File: config.mk
export PLATFORM = sky130hd
export DESIGN_NAME = muldiv_coproc
export DESIGN_NICKNAME = d
export VERILOG_FILES = /design/src/rtl/muldiv_pkg.sv /design/src/rtl/muldiv_wr_decode.sv /design/src/rtl/muldiv_engine.sv /design/src/rtl/muldiv_rd_mux.sv /design/src/rtl/muldiv_coproc.sv
export SDC_FILE = /design/constraint.sdc
export NUM_CORES = 1
export LEC_CHECK = 0
export BUFFER_PORTS_ARGS = -buffer_cell sky130_fd_sc_hd__buf_2
export CAP_MARGIN = 20
export CORE_MARGIN = 2
export CORE_UTILIZATION = 50
export DETAILED_ROUTE_END_ITERATION = 8
export PLACE_DENSITY = 0.68
export REMOVE_ABC_BUFFERS = 1
export SYNTH_ARGS = -nofsm -noshare
export SYNTH_HDL_FRONTEND = slang
export SYNTH_SLANG_ARGS = --single-unit
File: constraint.sdc
create_clock -name clk -period 2.38 [get_ports clk]
set_input_delay 0.476 -clock clk [delete_from_list [all_inputs] [get_ports clk]]
set_output_delay 0.476 -clock clk [all_outputs]
set_load 0.005 [all_outputs]
File: src/rtl/muldiv_pkg.sv
package muldiv_pkg;

    // Write register select codes (host-visible map)
    localparam logic [2:0] SEL_MCAND  = 3'd0;
    localparam logic [2:0] SEL_MPLIER = 3'd1;
    localparam logic [2:0] SEL_DVD_LO = 3'd2;
    localparam logic [2:0] SEL_DVD_HI = 3'd3;
    localparam logic [2:0] SEL_DVSR   = 3'd4;

    typedef enum logic {
        OP_MUL = 1'b0,
        OP_DIV = 1'b1
    } op_e;

    typedef struct packed {
        logic mcand;
        logic mplier;
        logic dvd_lo;
        logic dvd_hi;
        logic dvsr;
    } wr_strb_t;

endpackage

File: src/rtl/muldiv_wr_decode.sv
module muldiv_wr_decode
    import muldiv_pkg::*;
(
    input  logic       wr_en,
    input  logic [2:0] wr_sel,
    output wr_strb_t   strb
);
    always_comb begin
        strb        = '0;
        strb.mcand  = wr_en && (wr_sel == SEL_MCAND);
        strb.mplier = wr_en && (wr_sel == SEL_MPLIER);
        strb.dvd_lo = wr_en && (wr_sel == SEL_DVD_LO);
        strb.dvd_hi = wr_en && (wr_sel == SEL_DVD_HI);
        strb.dvsr   = wr_en && (wr_sel == SEL_DVSR);
    end
endmodule

File: src/rtl/muldiv_engine.sv
module muldiv_engine
    import muldiv_pkg::*;
#(
    parameter int W = 8
) (
    input  logic         clk,
    input  logic         rst_n,
    input  wr_strb_t     strb,
    input  logic [W-1:0] wr_data,
    output logic [2*W-1:0] quo,
    output logic [2*W-1:0] prm,
    output logic         busy
);
    localparam int DW        = 2 * W;
    localparam int MUL_STEPS = W;
    localparam int DIV_STEPS = DW;
    localparam int CW        = $clog2(DIV_STEPS + 1);

    typedef struct packed {
        logic [W-1:0]  mcand;
        logic [W-1:0]  mplier;
        logic [W-1:0]  dvsr;
        logic [DW-1:0] dvd;
        logic [DW-1:0] quo;
        logic [DW-1:0] prm;
        logic [DW-1:0] addend;
        logic [W-1:0]  mshift;
        logic [W-1:0]  rem;
        logic [CW-1:0] cnt;
        op_e           op;
    } eng_s;

    eng_s st_d, st_q;

    logic         busy_q;
    logic [W:0]   trial;
    logic         fits;

    assign busy_q = (st_q.cnt != '0);

    always_comb begin
        st_d  = st_q;
        trial = {st_q.rem, st_q.quo[DW-1]};
        fits  = (trial >= {1'b0, st_q.dvsr});

        // one iteration step
        if (busy_q) begin
            st_d.cnt = st_q.cnt - 1'b1;
            if (st_q.op == OP_MUL) begin
                if (st_q.mshift[0]) begin
                    st_d.prm = st_q.prm + st_q.addend;
                end
                st_d.addend = st_q.addend << 1;
                st_d.mshift = st_q.mshift >> 1;
            end else begin
                st_d.quo = {st_q.quo[DW-2:0], fits};
                st_d.rem = fits ? W'(trial - {1'b0, st_q.dvsr}) : trial[W-1:0];
                if (st_q.dvsr != '0) begin
                    st_d.prm = {{W{1'b0}}, st_d.rem};
                end
            end
        end

        // host writes override the iteration
        if (strb.mcand) begin
            st_d.mcand = wr_data;
        end
        if (strb.dvd_lo) begin
            st_d.dvd[W-1:0] = wr_data;
        end
        if (strb.dvd_hi) begin
            st_d.dvd[DW-1:W] = wr_data;
        end
        if (strb.mplier) begin
            st_d.prm = '0;
            if (!busy_q) begin
                st_d.mplier = wr_data;
                st_d.quo    = {wr_data, st_q.mcand};
                st_d.addend = {{W{1'b0}}, st_q.mcand};
                st_d.mshift = wr_data;
                st_d.cnt    = CW'(MUL_STEPS);
                st_d.op     = OP_MUL;
            end
        end
        if (strb.dvsr) begin
            st_d.prm = st_q.dvd;
            if (!busy_q) begin
                st_d.dvsr = wr_data;
                st_d.quo  = st_q.dvd;
                st_d.rem  = '0;
                st_d.cnt  = CW'(DIV_STEPS);
                st_d.op   = OP_DIV;
            end
        end
    end

    always_ff @(posedge clk) begin
        if (!rst_n) begin
            st_q <= '{default: '0, op: OP_MUL};
        end else begin
            st_q <= st_d;
        end
    end

    assign quo  = st_q.quo;
    assign prm  = st_q.prm;
    assign busy = busy_q;

    // any multiplier write leaves the product register at zero
    a_r3_prm_cleared: assert property (@(posedge clk) disable iff (!rst_n)
        strb.mplier |=> (st_q.prm == '0));

    // any divisor write loads the dividend into product/remainder
    a_r7_prm_dividend: assert property (@(posedge clk) disable iff (!rst_n)
        strb.dvsr |=> (st_q.prm == $past(st_q.dvd)));

    // a divisor write while busy leaves the divisor unchanged
    a_r4_dvsr_kept: assert property (@(posedge clk) disable iff (!rst_n)
        (strb.dvsr && busy_q) |=> $stable(st_q.dvsr));

    // a multiplier write while busy leaves the multiplier unchanged
    a_r4_mplier_kept: assert property (@(posedge clk) disable iff (!rst_n)
        (strb.mplier && busy_q) |=> $stable(st_q.mplier));

    // accepted multiply loads {multiplier, multiplicand}
    a_r5_quo_pair: assert property (@(posedge clk) disable iff (!rst_n)
        (strb.mplier && !busy_q) |=> (st_q.quo == {$past(wr_data), $past(st_q.mcand)}));

    // an accepted start raises busy on the next cycle
    a_r11_busy_rise: assert property (@(posedge clk) disable iff (!rst_n)
        ((strb.mplier || strb.dvsr) && !busy_q) |=> busy_q);

    // a zero-divisor divide ends with an all-ones quotient
    a_r9_div_zero: assert property (@(posedge clk) disable iff (!rst_n)
        ($fell(busy_q) && st_q.op == OP_DIV && st_q.dvsr == '0) |-> (st_q.quo == '1));

endmodule

File: src/rtl/muldiv_rd_mux.sv
module muldiv_rd_mux #(
    parameter int W = 8
) (
    input  logic [2*W-1:0] quo,
    input  logic [2*W-1:0] prm,
    input  logic [1:0]     rd_sel,
    output logic [W-1:0]   rd_data
);
    logic [2*W-1:0] word;

    always_comb begin
        word    = rd_sel[1] ? prm : quo;
        rd_data = rd_sel[0] ? word[2*W-1:W] : word[W-1:0];
    end
endmodule

File: src/rtl/muldiv_coproc.sv
module muldiv_coproc
    import muldiv_pkg::*;
#(
    parameter int W = 8
) (
    input  logic         clk,
    input  logic         rst_n,
    input  logic         wr_en,
    input  logic [2:0]   wr_sel,
    input  logic [W-1:0] wr_data,
    input  logic [1:0]   rd_sel,
    output logic [W-1:0] rd_data,
    output logic         busy
);
    localparam int DW = 2 * W;

    wr_strb_t      strb;
    logic [DW-1:0] quo;
    logic [DW-1:0] prm;

    muldiv_wr_decode u_dec (
        .wr_en  (wr_en),
        .wr_sel (wr_sel),
        .strb   (strb)
    );

    muldiv_engine #(.W(W)) u_eng (
        .clk     (clk),
        .rst_n   (rst_n),
        .strb    (strb),
        .wr_data (wr_data),
        .quo     (quo),
        .prm     (prm),
        .busy    (busy)
    );

    muldiv_rd_mux #(.W(W)) u_rd (
        .quo     (quo),
        .prm     (prm),
        .rd_sel  (rd_sel),
        .rd_data (rd_data)
    );
endmodule

==> out/results.ini, run 1 <==
[power]
power_density_mw_per_mm2 = 1020
p_sw_mw = 2.72
p_leak_nw = 2.52
power.internal_mw = 3.90
p_comb_share_pct = 43.9
ir_drop_v = 0.000651
pwr-share-clk_pct = 22.0
seqPwrFrac_pct = 34.0
swShare_pct = 41.0

[final_layout]
multi_input_area_mm2 = 0.00343
drive_above_1_share_pct = 13.8
area_growth_syn_to_layout_pct = 13.8
instances_no_fill = 910
regArea_mm2 = 0.00204
num-nets-final = 805
fin_util_pct = 57.7
fill_cells = 1038
antenna_cells = 0

[die]
die-height_um = 111
start_util_pct = 50.7
die_x_um = 111
io_pins = 25
core_mm2 = 0.0113
fp.dieArea_mm2 = 0.0123
row_count = 39

[detailed_routing]
dr_wl_met2_um = 7960
drt-met1-wl_um = 7350
first_pass_iters = 6
routed_wl_um = 17400
wire_per_inst_um = 19.1
vias = 5646
drc = 0
maxUsedRoutingLayer = met4
postRouteAntennaNets = 0
vias_per_cell = 6.20
met3_wirelength_um = 1600
drt_iter0_drc = 549

[clock_tree]
cts_hold_buf = 0
htree_levels = 3
cts_tree = built
clock_path_buffers = 2
clkTransAtPathRegs_ns = 0.08
cts.sinks = 102
cts_buffers = 9
clock-root-buffer = clkbuf_16
clock_latency_ns = 0.36

[logic_synthesis]
synthesis.area_mm2 = 0.00572
yosys.area_share.adder_pct = 6.17
avgSynthCellArea_um2 = 7.86
synth_edf_count = 0
ys.flop_type = dfxtp_1
synthXorXnorAreaFrac_pct = 1.84
synthDistinctLibCells = 59
ys_ff_latch = 102
ys_seq_area_share_pct = 35.7
synth_compound_area_share_pct = 24.2
async_flop_share_pct = 0
synth_top_family_by_area = compound AO/OA/AOI/OAI gates
yosysWarnings = 0
synth_simple_gate_area_share_pct = 22.2
synthCells = 728
synth_mux_area_share_pct = 4.90

[placed_design]
placedCellCount = 892
place_congestion = 0.953
port_buffers = 24
dpl.hpwl_um = 13000

[run]
maxCapViolations = 0

[setup_path]
crit_path_end_kind = flip-flop
crit_arrival_ns = 2.53
critical_path_class = reg -> reg
crit_path_max_fanout = 9
cp-start-kind = flip-flop
crit_required_ns = 2.61

[timing]
max_freq_mhz = 436
min_period_over_period_pct = 96.4
max_slew.worst_pin.slew_ns = 0.655
max_slew_margin_pct = 56.3
hold_viol = 0
fin_crit_ns = 2.29
fin_worst_skew_ns = 0.0128
drv_slew = 0
setup_viol = 0

[worst_hold_path]
min_path_type = in -> reg

[global_route]
grt_max_degree = 51
grt_pass1_vias = 5294
overflow = 0
antenna_found_initial = 0
grt_first_pass_wirelength_um = 28000
grt_usage_pct = 28.4

[status]
status = complete, no violations

==> registers in the layout, indices dropped and copies added, names as in the netlist, named ones only <==
| register | cells |
|---|---|
| u_eng.st_q | 69 |
| u_eng.prm | 16 |
| u_eng.quo | 16 |
==> stage by stage <==
stage                     hold slack (ns)  area, um^2  worst slack [ns]  power [mW]  TNS, ns
after floorplan                     0.437        5550            -0.190        3.95   -0.190
after global placement              0.446        6160            0.0434        4.96        0
after detailed placement            0.457        6160            0.0310        5.02        0
after CTS                           0.405        6460            0.0117        6.49        0
after global routing                0.430        6510          -0.00934        7.00  -0.0118
final                               0.418        6510            0.0851        6.62        0
==> cell usage after synthesis, types with 10 or more instances <==
cell type | n | area (um^2)
a31oi_1 | 10 | 62.6
o21ai_0 | 48 | 240
nor3_1 | 29 | 145
buf_2 | 10 | 50.1
dfxtp_1 | 102 | 2040
a311oi_1 | 16 | 140
nor2_1 | 77 | 289
ha_1 | 25 | 313
a21oi_1 | 76 | 380
a211oi_1 | 13 | 97.6
clkbuf_1 | 24 | 90.1
nand2_1 | 123 | 462
inv_1 | 28 | 105
nand3_1 | 13 | 65.1
and3_1 | 12 | 75.1
mux2i_1 | 10 | 100
==> final timing paths <==
check                           cells past startpoint               to       startpoint  slack (ns)
worst max-delay path                                9     u_eng.prm[3]   u_eng.st_q[90]        0.09
worst min-delay path                                3  u_eng.st_q[109]       wr_data[7]        0.42
worst max register to register                      9     u_eng.prm[3]   u_eng.st_q[90]        0.09
worst min register to register                      2  u_eng.st_q[103]  u_eng.st_q[103]        0.47
==> kinds of logic after synthesis <==
group	Yosys count
simple gates	284
mux	18
buf+inv	68
flops	102
fa+ha+maj	27
compound gates	217
xor+xnor	12
==> critical path, stage by stage (launching register included) <==
cell and delay, ns:
dfxtp_1 0.37, inv_1 0.05, ha_1 0.39, o21a_1 0.25
o21a_1 0.15, o21ai_0 0.14, buf_4 0.21, and3_1 0.18
o21ai_0 0.32, a21oi_1 0.11
==> power groups by stage <==
stage,clock network [mW],registers (mW),logic (mW)
6_report,1.46,2.25,2.91
5_1_grt,1.53,2.28,3.20
4_1_cts,1.47,2.24,2.78
3_5_place_dp,0,2.27,2.75
3_3_place_gp,0,2.26,2.70
2_1_floorplan,0,2.17,1.77
==> placed cells by master, fill, tap and decap left out, drive strengths merged, types with 3 or more instances in the layout <==
cell type / netlist / layout
a221oi: 8 / 8
nor2: 79 / 79
a211oi: 14 / 14
a311oi: 16 / 16
and3: 12 / 12
a31oi: 10 / 10
buf: 15 / 62
a21o: 5 / 5
a22oi: 3 / 3
mux2i: 10 / 10
a211o: 8 / 8
or3: 4 / 4
nor2b: 4 / 4
dfxtp: 102 / 102
nand2: 125 / 125
a2111oi: 4 / 4
nand3: 13 / 13
xor2: 4 / 4
o21a: 6 / 6
inv: 29 / 33
a21oi: 76 / 76
and2: 3 / 3
xnor2: 8 / 8
clkbuf: 24 / 10
mux4: 8 / 8
o211ai: 7 / 7
ha: 25 / 25
nand4: 4 / 4
o21ai: 48 / 48
nor3: 29 / 29
==> final cells by class <==
cell class | count | area share [%]
multi-input cells | 558 | 52.7
flip-flops and latches | 102 | 31.4
repair buffers | 62 | 7.00
clock buffers | 10 | 3.52
well taps | 143 | 2.75
inverters | 29 | 1.67
clock inverters | 6 | 0.961
==> layer usage <==
layer / vias to the layer above / GRT usage (%)
li1: 2694 / -
met1: 2661 / 39.2
met2: 257 / 44.3
met3: 34 / 5.58
met4: 0 / 10.5
met5: - / 0
==> repair_timing <==
item                                    in CTS  in global routing
pin swaps                                    0                  5
endpoints found under the setup margin       1                 41
resized for setup                            1                 15
buffers inserted                             0                  2
(Power assumes the default switching activity.)
==> inputs of run 2 (changes only) <==
- GPL_TIMING_DRIVEN: default -> 0
==> out/results.ini, run 2 (synthesis gave the netlist of run 1 again) <==
[setup_path]
crit_chain = inv_1 -> ha_1 -> nor4b_4 -> buf_12 -> inv_2 -> nand2_4 -> nor2_4 -> buf_4 -> a221oi_1 -> a21oi_1
slowest_delay_ns = 0.31
crit_required_ns = 2.61
crit_path_max_fanout = 26
cp-start-kind = flip-flop
critical_path_class = reg -> reg
crit_arrival_ns = 2.60
path_buf_inv = 4
cp_top_family = simple AND/OR/NAND/NOR gates
cp_slowest_cell = dfxtp_1
crit_path_end_kind = flip-flop

[timing]
setup_viol = 0
max_slew_margin_pct = 40.6
rsz0062_at_grt = true
max_freq_mhz = 423
hold_viol = 0
whs_ns = 0.419
drv_slew = 0
setup_ws_ns = 0.0165
min_period_over_period_pct = 99.3
max_slew.worst_pin.slew_ns = 0.889
fin_crit_ns = 2.36
fin_worst_skew_ns = 0.0125

[clock_tree]
cts_buffers = 9
clock_latency_ns = 0.35
clock-root-buffer = clkbuf_16
cts.sinks = 102
cts_tree = built
htree_levels = 3
clock_path_buffers = 2
clkTransAtPathRegs_ns = 0.08
cts_hold_buf = 0

[die]
fp.dieArea_mm2 = 0.0123
die-height_um = 111
row_count = 39
io_pins = 25
start_util_pct = 50.7
die_x_um = 111
core_mm2 = 0.0113

[final_layout]
antenna_cells = 0
drive_above_1_share_pct = 14.8
fill_cells = 1036
largest_reg_flops = 69
final_common_cell = nand2_1
num-nets-final = 787
area_growth_syn_to_layout_pct = 13.8
regMostFlops = u_eng.st_q
layout_common_cells = 121 x nand2_1, 98 x dfxtp_1, 75 x a21oi_1

[status]
status = complete, no violations

[detailed_routing]
routed_wl_um = 17900
wire_per_inst_um = 20.0
vias_per_cell = 6.46
drt_iter0_drc = 521
vias = 5766
drc = 0
postRouteAntennaNets = 0
first_pass_iters = 5

[worst_hold_path]
min_path_type = in -> reg

[power]
swShare_pct = 42.1
pwr-share-clk_pct = 21.5
p_sw_mw = 2.86
power_density_mw_per_mm2 = 1040
p_comb_share_pct = 45.2
p_leak_nw = 2.47
ir_drop_v = 0.000668
seqPwrFrac_pct = 33.3
power.internal_mw = 3.93

[global_route]
met1_usage_pct = 38.6
use_met3_pct = 7.44
antenna_found_initial = 0
busiest_layer = met2
grt_max_degree = 37
grt_util_met2_pct = 45.0
grt_usage_pct = 28.8
grt_pass1_vias = 5368
overflow = 0
grt_first_pass_wirelength_um = 28300

[placed_design]
place_congestion = 0.902
dp_slack_ns = -1.31
port_buffers = 24
dpl.hpwl_um = 12300

[run]
maxCapViolations = 0

run 2: path summary, 6_finish.rpt:
path / slack, ns / endpoint / start / cells after the start
min reg2reg: 0.46 / u_eng.st_q[107] / u_eng.st_q[107] / 2
min: 0.42 / u_eng.st_q[93] / wr_data[7] / 3
max: 0.02 / u_eng.prm[2] / u_eng.st_q[1] / 10
max reg2reg: 0.02 / u_eng.prm[2] / u_eng.st_q[1] / 10
run 2: through the flow:
step	power (mW)	TNS [ns]	cell area [um^2]	utilization, %	instances
finish	6.79	0	6510	57.8	892
global route	7.17	-0.190	6510	57.8	892
CTS	6.51	0	6330	56.2	885
detailed placement	4.71	-47.80	5870	52.1	858
global placement	4.62	-44.91	5840	51.8	856
floorplan	3.95	-0.190	5550	-	689
run 2: worst reg2reg max path: cells and delay by family (launching register included):
kind	cells	cell delay, ns
adder cells (fa/ha/maj)	1	0.23
AND/OR/NAND/NOR	3	0.74
AO/OA/AOI/OAI	2	0.39
buffers and inverters	4	0.60
flip-flops	1	0.31
run 2: layer usage:
metal / share of wire (%) / wire [um] / vias to the layer above
met5: 0 / 0 / -
met4: 3.7 / 658 / 0
met3: 11 / 1910 / 59
met2: 44 / 7920 / 324
met1: 41 / 7370 / 2716
li1: - / - / 2667
run 2: power groups by stage:
stage                     combinational (mW)  clock (mW)  sequential (mW)
after floorplan                         1.77           0             2.17
after global placement                  2.35           0             2.27
after detailed placement                2.44           0             2.28
after CTS                               2.78        1.48             2.24
after global routing                    3.34        1.55             2.28
final                                   3.07        1.46             2.26
run 2: what timing repair did:
| item | in CTS | in global routing |
|---|---|---|
| pin swaps | 9 | 8 |
| setup buffers | 9 | 7 |
| resized for setup | 20 | 26 |
| cloned | 2 | 0 |
| endpoints found under the setup margin | 75 | 36 |
run 2: area by class of cell:
type                    instances  area, um^2  share of cell area [%]
clock buffers                  10         229                    3.52
clock inverters                 6        62.6                   0.961
inverters                      29         109                    1.67
multi-input cells             560        3590                    55.2
flip-flops and latches        102        2050                    31.4
well taps                     143         179                    2.75
repair buffers                 42         293                    4.50
==> inputs of run 3 (changes only) <==
- CELL_PAD_IN_SITES_DETAIL_PLACEMENT: default -> 0
- CELL_PAD_IN_SITES_GLOBAL_PLACEMENT: default -> 2
- CORE_MARGIN: 2 -> 4
- CORE_UTILIZATION: 50 -> 34
- PLACE_DENSITY: 0.68 -> 0.76
==> out/results.ini, run 3 (synthesis gave the netlist of run 1 again) <==
[timing]
hold_viol = 0
fin_crit_ns = 2.28
whs_ns = 0.413
max_slew.worst_pin.slew_ns = 0.807
setup_viol = 0
max_freq_mhz = 438
tns_ns = 0
fin_worst_skew_ns = 0.00881
max_slew_margin_pct = 46.2
min_period_over_period_pct = 96.0
drv_slew = 0
setup_ws_ns = 0.0957

[final_layout]
fin_util_pct = 40.6
largest_reg_flops = 69
layout_common_cells = 121 x nand2_1, 97 x dfxtp_1, 75 x a21oi_1
finish.instance_area_mm2 = 0.00670
area_growth_syn_to_layout_pct = 17.2
drive_above_1_share_pct = 15.3
num-nets-final = 792
instances_no_fill = 974
regMostFlops = u_eng.st_q
antenna_cells = 0
final_common_cell = nand2_1

[power]
power_mw = 6.92
power_density_mw_per_mm2 = 1030
ir_drop_v = 0.000522
p_leak_nw = 2.51

[placed_design]
dp_slack_ns = -1.33
port_buffers = 24
dpl.hpwl_um = 13600
place_congestion = 0.831
dpl-instance-area_mm2 = 0.00603
placedCellCount = 939

[global_route]
antenna_found_initial = 0
grt_usage_pct = 20.3
grt_max_degree = 53
grt_first_pass_wirelength_um = 29300
overflow = 0
grt_pass1_vias = 5085

[clock_tree]
htree_levels = 3
clkTransAtPathRegs_ns = 0.08
cts_buffers = 9
clock_path_buffers = 2
cts_tree = built
clock_latency_ns = 0.36
clock-root-buffer = clkbuf_16
cts.sinks = 102

[setup_path]
crit_required_ns = 2.67
critical_path_class = reg -> reg
cp-start-kind = flip-flop
crit_path_max_fanout = 2
crit_arrival_ns = 2.57
crit_path_end_kind = flip-flop

[detailed_routing]
routed_wl_um = 19400
wire_per_inst_um = 19.9
drt_iter0_drc = 398
first_pass_iters = 5
drc = 0
vias_per_cell = 5.69
vias = 5542
postRouteAntennaNets = 0

[die]
die-height_um = 138
row_count = 47
fp.dieArea_mm2 = 0.0190
start_util_pct = 34.6
core_mm2 = 0.0165
io_pins = 25
die_x_um = 138

[run]
maxCapViolations = 0

[status]
status = complete, no violations

[worst_hold_path]
min_path_type = in -> reg

-- run 3: metal layers --
| metal | up-vias | track usage (%) | routed length (um) |
|---|---|---|---|
| met5 | - | 0 | 0 |
| met4 | 0 | 5.10 | 341 |
| met3 | 24 | 3.47 | 1070 |
| met2 | 173 | 31.1 | 8700 |
| met1 | 2672 | 29.5 | 9300 |
| li1 | 2673 | - | - |
-- run 3: area by class of cell --
class | instances | area, um^2
repair buffers | 47 | 345
well taps | 220 | 275
flip-flops and latches | 102 | 2050
clock inverters | 7 | 91.3
multi-input cells | 560 | 3600
inverters | 29 | 114
fillers | 1712 | 9820
clock buffers | 9 | 225
-- run 3: timing repair --
| action | 4_1_cts | 5_1_grt |
|---|---|---|
| hold buffers | 0 | 0 |
| pin swaps | 8 | 8 |
| cloned | 1 | 1 |
| gates resized for setup | 28 | 27 |
| buffers inserted | 10 | 8 |
| endpoints found under the setup margin | 67 | 39 |
-- run 3: worst max-delay path: stages (launching register included) --
cell,delay (ns)
dfxtp_2,0.34
inv_4,0.08
ha_4,0.13
inv_1,0.04
fa_2,0.35
a211o_1,0.32
buf_4,0.15
buf_4,0.13
a221oi_1,0.35
o21ai_0,0.15
a31oi_1,0.17
-- run 3: final timing paths --
path	startpoint	to	slack (ns)	cells after the start
setup / recovery	u_eng.quo[15]	u_eng.prm[4]	0.1	10
hold reg to reg	u_eng.st_q[108]	u_eng.st_q[108]	0.46	2
hold / removal	wr_data[6]	u_eng.st_q[108]	0.41	3
setup reg to reg	u_eng.quo[15]	u_eng.prm[4]	0.1	10
-- run 3: power by group --
part           internal, mW  switching, mW  total (mW)
sequential             1.99          0.270        2.26
clock                 0.841          0.749        1.59
combinational          1.15           1.92        3.07
total                  3.98           2.94        6.92
